===== config.mk =====
export PLATFORM = sky130hd
export DESIGN_NAME = timing_nco
export DESIGN_NICKNAME = d
export VERILOG_FILES = /design/src/rtl/nco_pkg.sv /design/src/rtl/nco_regs.sv /design/src/rtl/nco_offset.sv /design/src/rtl/nco_accum.sv /design/src/rtl/timing_nco.sv
export SDC_FILE = /design/constraint.sdc
export NUM_CORES = 1
export LEC_CHECK = 0
export ABC_AREA = 1
export BUFFER_PORTS_ARGS = -buffer_cell sky130_fd_sc_hd__buf_2
export CAP_MARGIN = 10
export CORE_UTILIZATION = 54
export DETAILED_ROUTE_END_ITERATION = 10
export PLACE_DENSITY = 0.72
export SYNTH_ARGS = -nofsm -noshare
export SYNTH_HDL_FRONTEND = slang
export SYNTH_SLANG_ARGS = --single-unit

===== constraint.sdc =====
create_clock -name clk -period 6.6 [get_ports clk]
set_clock_uncertainty 0.1 [all_clocks]
set_input_delay 0.33 -clock clk [delete_from_list [all_inputs] [get_ports clk]]
set_output_delay 0.33 -clock clk [all_outputs]
set_load 0.03 [all_outputs]

===== src/rtl/nco_pkg.sv =====
package nco_pkg;
  localparam int ADDR_W = 2;
  localparam logic [ADDR_W-1:0] A_CFG = 2'd0;
  localparam logic [ADDR_W-1:0] A_CF  = 2'd1;
  localparam logic [ADDR_W-1:0] A_PH  = 2'd2;
  localparam logic [ADDR_W-1:0] A_OFS = 2'd3;

  typedef struct packed {
    logic       sync_en;  // bit 5
    logic [1:0] ofs_w;    // bits 4:3
    logic       ofs_en;   // bit 2
    logic       zero_fb;  // bit 0
  } nco_cfg_t;
endpackage


===== src/rtl/nco_regs.sv =====
module nco_regs
  import nco_pkg::*;
#(
  parameter int ACC_W = 32
) (
  input  logic                   clk,
  input  logic                   rst,
  input  logic                   we_i,
  input  logic [ADDR_W-1:0]      addr_i,
  input  logic [ACC_W-1:0]       wdata_i,
  input  logic                   sync_i,
  output nco_cfg_t               cfg_o,
  output logic [ACC_W-1:0]       cf_o,
  output logic [ACC_W-1:0]       ph_o,
  output logic [ACC_W-1:0]       ph_nxt_o,
  output logic [ACC_W-1:0]       ofs_o,
  output logic                   load_o,
  output logic                   clear_o
);
  nco_cfg_t         cfg_q;
  logic [ACC_W-1:0] cf_hold, ph_hold, cf_act, ph_act, ofs_q;

  assign load_o   = sync_i & cfg_q.sync_en;
  assign clear_o  = load_o & cfg_q.zero_fb;
  assign ph_nxt_o = load_o ? ph_hold : ph_act;

  always_ff @(posedge clk) begin
    if (rst) begin
      cfg_q   <= '0;
      cf_hold <= '0;
      ph_hold <= '0;
      cf_act  <= '0;
      ph_act  <= '0;
      ofs_q   <= '0;
    end else begin
      if (we_i) begin
        unique case (addr_i)
          A_CFG: cfg_q   <= '{sync_en: wdata_i[5], ofs_w: wdata_i[4:3],
                             ofs_en: wdata_i[2], zero_fb: wdata_i[0]};
          A_CF:  cf_hold <= wdata_i;
          A_PH:  ph_hold <= wdata_i;
          A_OFS: ofs_q   <= wdata_i;
          default: ;
        endcase
      end
      if (load_o) begin
        cf_act <= cf_hold;
        ph_act <= ph_hold;
      end
    end
  end

  assign cfg_o = cfg_q;
  assign cf_o  = cf_act;
  assign ph_o  = ph_act;
  assign ofs_o = ofs_q;

  p_no_load_without_sync_r2: assert property (@(posedge clk) disable iff (rst)
    !load_o |=> $stable(cf_act) && $stable(ph_act));
  p_sync_ignored_r3: assert property (@(posedge clk) disable iff (rst)
    (sync_i && !cfg_q.sync_en) |=> $stable(cf_act) && $stable(ph_act));
  p_sync_loads_r4: assert property (@(posedge clk) disable iff (rst)
    load_o |=> (cf_act == $past(cf_hold)) && (ph_act == $past(ph_hold)));
endmodule


===== src/rtl/nco_offset.sv =====
module nco_offset
  import nco_pkg::*;
#(
  parameter int ACC_W = 32
) (
  input  logic             en_i,
  input  logic [1:0]       width_i,
  input  logic [ACC_W-1:0] ofs_i,
  output logic [ACC_W-1:0] ofs_eff_o
);
  localparam int STEP  = ACC_W / 4;
  localparam int NSEL  = 4;

  logic [ACC_W-1:0] kept [NSEL];

  for (genvar k = 0; k < NSEL; k++) begin : g_width
    localparam logic [ACC_W-1:0] MASK = {ACC_W{1'b1}} << (ACC_W - (k + 1) * STEP);
    assign kept[k] = ofs_i & MASK;
  end

  assign ofs_eff_o = en_i ? kept[width_i] : '0;
endmodule


===== src/rtl/nco_accum.sv =====
module nco_accum #(
  parameter int ACC_W = 32
) (
  input  logic             clk,
  input  logic             rst,
  input  logic             en_i,
  input  logic             clear_i,
  input  logic [ACC_W-1:0] cf_i,
  input  logic [ACC_W-1:0] ofs_i,
  input  logic [ACC_W-1:0] ph_nxt_i,
  output logic [ACC_W-1:0] phase_o,
  output logic             wrap_o
);
  logic [ACC_W-1:0] acc_q, acc_d, incr;
  logic [ACC_W:0]   sum;
  logic             wrap_d;

  assign incr = cf_i + ofs_i;
  assign sum  = {1'b0, acc_q} + {1'b0, incr};

  always_comb begin
    acc_d  = acc_q;
    wrap_d = 1'b0;
    if (clear_i) begin
      acc_d = '0;
    end else if (en_i) begin
      acc_d  = sum[ACC_W-1:0];
      wrap_d = sum[ACC_W];
    end
  end

  always_ff @(posedge clk) begin
    if (rst) begin
      acc_q   <= '0;
      phase_o <= '0;
      wrap_o  <= 1'b0;
    end else begin
      acc_q   <= acc_d;
      phase_o <= acc_d + ph_nxt_i;
      wrap_o  <= wrap_d;
    end
  end

  p_reset_clears_r1: assert property (@(posedge clk)
    rst |=> (phase_o == '0) && !wrap_o);
  p_zero_on_sync_r5: assert property (@(posedge clk) disable iff (rst)
    clear_i |=> (acc_q == '0) && (phase_o == $past(ph_nxt_i)));
  p_wrap_needs_en_r9: assert property (@(posedge clk) disable iff (rst)
    (!en_i || clear_i) |=> !wrap_o);
  p_hold_when_idle_r10: assert property (@(posedge clk) disable iff (rst)
    (!en_i && !clear_i) |=> $stable(acc_q));
endmodule


===== src/rtl/timing_nco.sv =====
module timing_nco
  import nco_pkg::*;
#(
  parameter int ACC_W = 32
) (
  input  logic                  clk,
  input  logic                  rst,
  input  logic                  we_i,
  input  logic [ADDR_W-1:0]     addr_i,
  input  logic [ACC_W-1:0]      wdata_i,
  input  logic                  sync_i,
  input  logic                  en_i,
  output logic [ACC_W-1:0]      phase_o,
  output logic                  wrap_o
);
  nco_cfg_t         cfg;
  logic [ACC_W-1:0] cf, ph, ph_nxt, ofs_raw, ofs_eff;
  logic             load, clear;

  nco_regs #(.ACC_W(ACC_W)) u_regs (
    .clk(clk), .rst(rst), .we_i(we_i), .addr_i(addr_i), .wdata_i(wdata_i),
    .sync_i(sync_i), .cfg_o(cfg), .cf_o(cf), .ph_o(ph), .ph_nxt_o(ph_nxt),
    .ofs_o(ofs_raw), .load_o(load), .clear_o(clear)
  );

  nco_offset #(.ACC_W(ACC_W)) u_ofs (
    .en_i(cfg.ofs_en), .width_i(cfg.ofs_w), .ofs_i(ofs_raw), .ofs_eff_o(ofs_eff)
  );

  nco_accum #(.ACC_W(ACC_W)) u_acc (
    .clk(clk), .rst(rst), .en_i(en_i), .clear_i(clear), .cf_i(cf),
    .ofs_i(ofs_eff), .ph_nxt_i(ph_nxt), .phase_o(phase_o), .wrap_o(wrap_o)
  );

  logic unused_ph;
  assign unused_ph = ^ph;
endmodule


==> summary.md <==
| Metric | Value |
|---|---|
| Worst EP required | ~7000 ps |
| Top-area cell type share of the netlist area | ~33% |
| Max FO, Critical Path | 8 |
| Status | finished, final reports clean |
| Routability Congestion | ~1.0 |
| Core area | approximately 25000 um^2 |
| Routed length per instance | 18.3 um |
| DR vias | approximately 14000 |
| Synth warn | 0 |
| Max_cap viols | 0 |
| Fin crit period | between 6000 and 7000 ps |
| Tcrit/Tclk final | between 90% and 100% |
| PortBufs | just over 70 |
| Crit path kind | register to register |
| Total Power | between 3 and 4 mW |
| CP most frequent cell | nand2_1 |
| Synth unique cells | a little under 50 |
| Area of the die | 26400 um^2 |
| Switching share of power | between 20% and 30% |
| Synthesis-to-finish area growth | 13.7% |
| Number of synthesized flops with an enable pin | 0 |
| Highest clock rate | ~160 MHz |
| Post-Synthesis Cells | ~2100 |
| # IOs | about 70 |
| Root Driver | clkbuf_16 |
| Post-synthesis sequential area ratio | between 30% and 40% |
| Mapped cell area | ~14000 um^2 |
| Num CTS Buffers | 26 |
| Worst Path Arrival | ~6700 ps |
| CP top delay family | simple AND/OR/NAND/NOR gates |
| P_int | 2.68 mW |
| GRT Residual Overflow | 0 |
| Ys async rst share | 0% |
| Initial DRC Count | between 1000 and 1500 |
| Top FF cell, synth | dfxtp_1 |
| Routed vias/inst | ~5.6 |
| First-pass GRT wire length | 71100 um |
| CP Launch Type | register |
| Combinational power share | between 10% and 20% |
| Final-report max-slew violation count | 0 |
| Slew HR | between 10% and 20% |
| Reg clk slew, reported paths | approximately 70 ps |
| Final Setup Violations | 0 |
| WL final | approximately 46000 um |
| Worst Tran Pin Value | about 1200 ps |
| Die Width | between 150 and 200 um |
| Hold Path Class | primary input to register |
| Layout cell share with drive strength beyond 1 | a little over a tenth |
| DP Wirelength | 34500 um |
| Slowest cell on crit path | dfxtp_1 |
| Drc violations | 0 |
| CP peak stage delay | about 440 ps |
| Detail Route Antenna Nets | 0 |
| NetSw | 1.09 mW |
| Post-synthesis register bit count | 230 |
| Clk pwr share | between 40% and 50% |
| Final core utilization | between 60% and 70% |
| Die Y | 163 um |
| Cell with the most instances after synthesis | nor2_1 |
| Synthesized net count | approximately 2200 |
| Rows | 58 |
| Final nets | between 2000 and 2500 |
| Endpoints failing hold | 0 |
| H-tree depth | 1 |
| Worst hold slack | between 40 and 50 ps |
| Later-pin clock latency in the skew report | between 500 and 600 ps |
| DRT Pass-1 Iters | 6 |
| Num Clock Sinks | 230 |
| Area leader, netlist | dfxtp_1 |
| Pin count of the biggest net entering global routing | a little under 90 |
| Worst Path Buf+Inv | 4 |
| CTS tree | done |
| Vias in the first global route | between 10000 and 15000 |
| Starting Density | a little under three fifths |
| Ranking of synthesized cells by area | dfxtp_1, nor2_1, o21ai_0 |
| Syn avg cell area | between 6 and 7 um^2 |
| Diode count | 0 |
| Worst vdd ir | approximately 0.23 mV |
| Worst Setup End Kind | register |
| Flop pwr share | 40.0% |
| Power per standard cell area | ~240 nW/um^2 |
| Most instantiated cells after synthesis | nor2_1, nand2_1, inv_1, o21ai_0, dfxtp_1 |
| Pleak | approximately 8 nW |
| Clock buffer depth | 3 |
| Initial antenna violation count | 1 |
| GRT Resource Usage Total | 34.6% |
## cell usage in the layout (no fill, tap or decap), types with 16 or more instances in the layout
cell type / count
nand3_1: 93
buf_2: 71
a21oi_1: 169
nor3_1: 16
dfxtp_1: 229
or2_2: 57
nand2_1: 270
inv_1: 258
nand4_1: 18
o21bai_1: 20
clkbuf_16: 26
nor2_1: 401
ha_1: 95
dlygate4sd3_1: 27
o21ai_0: 242
xor2_1: 20
## power groups by stage
stage | logic [mW] | clock network (mW) | registers (mW)
global route | 0.677 | 1.71 | 1.52
detailed placement | 0.587 | 0 | 1.54
finish | 0.615 | 1.65 | 1.51
global placement | 0.585 | 0 | 1.54
CTS | 0.604 | 1.66 | 1.51
floorplan | 0.362 | 0 | 1.57
## repair_timing
item,4_1_cts,5_1_grt
endpoints found under the hold margin,61,0
resized for setup,2,7
pin swaps,0,2
endpoints found under the setup margin,2,6
buffers inserted,0,1
hold buffers,27,0
## registers in the layout (all words and copies together) (netlist names)
| signal | count |
|---|---|
| u_acc.acc_q | 32 |
| u_acc.phase_o | 32 |
| u_acc.wrap_o | 1 |
| u_regs.cf_hold | 32 |
| u_regs.cf_o | 32 |
| u_regs.cfg_o | 5 |
| u_regs.ofs_o | 32 |
| u_regs.ph_hold | 32 |
| u_regs.ph_o | 32 |
## worst min-delay path, cell delays in order
cell and delay (ps):
buf_2 170, nand3_1 100, a21oi_1 60
## routing by layer
layer  vias to the layer above  GRT usage [%]  wire length [um]
met2                       551           55.9             20300
met5                         -              0                 0
met3                        92           5.58              3230
met4                         0           12.7              1710
met1                      6435           46.4             20400
li1                       6928              -                 -
## path summary, 6_finish.rpt
| check | start | end | slack (ps) | cells past startpoint |
|---|---|---|---|---|
| hold reg to reg | u_regs.ofs_o[11]$_SDFFE_PP0P_ | u_regs.ofs_o[11]$_SDFFE_PP0P_ | 360 | 2 |
| setup / recovery | u_regs.cfg_o[3]$_SDFFE_PP0P_ | u_acc.phase_o[24]$_SDFF_PP0_ | 310 | 33 |
| hold / removal | addr_i[0] | u_regs.ofs_o[27]$_SDFFE_PP0P_ | 50 | 3 |
| setup reg to reg | u_regs.cfg_o[3]$_SDFFE_PP0P_ | u_acc.phase_o[24]$_SDFF_PP0_ | 310 | 33 |
## layout make-up
| class | instances | area, um^2 |
|---|---|---|
| clock buffers | 32 | 723 |
| clock inverters | 16 | 264 |
| fillers | 2359 | 9430 |
| inverters | 265 | 996 |
| multi-input cells | 1517 | 8090 |
| flip-flops and latches | 230 | 4610 |
| well taps | 330 | 413 |
| repair buffers | 110 | 736 |
## logic make-up after synthesis
family	Yosys count	synth area share (%)
and+or+nand+nor	897	27.6
AOI/OAI and AO/OA	491	19.3
buffers and inverters	333	9.08
DFF	230	33.1
adders and majority gates	98	8.97
xor gates and xnor gates	30	1.89
muxes	1	0.0719
## stage by stage
| step | setup TNS, ps | cell area, um^2 | instances | setup slack, ps |
|---|---|---|---|---|
| finish | 0 | 15800 | 2500 | 305 |
| global route | -20.0 | 15800 | 2500 | -20.0 |
| CTS | 0 | 15800 | 2498 | 38.3 |
| detailed placement | -349 | 14500 | 2423 | -318 |
| global placement | -315 | 14500 | 2423 | -293 |
| floorplan | 0 | 13900 | 2080 | 1740 |
(Power assumes the default switching activity.)
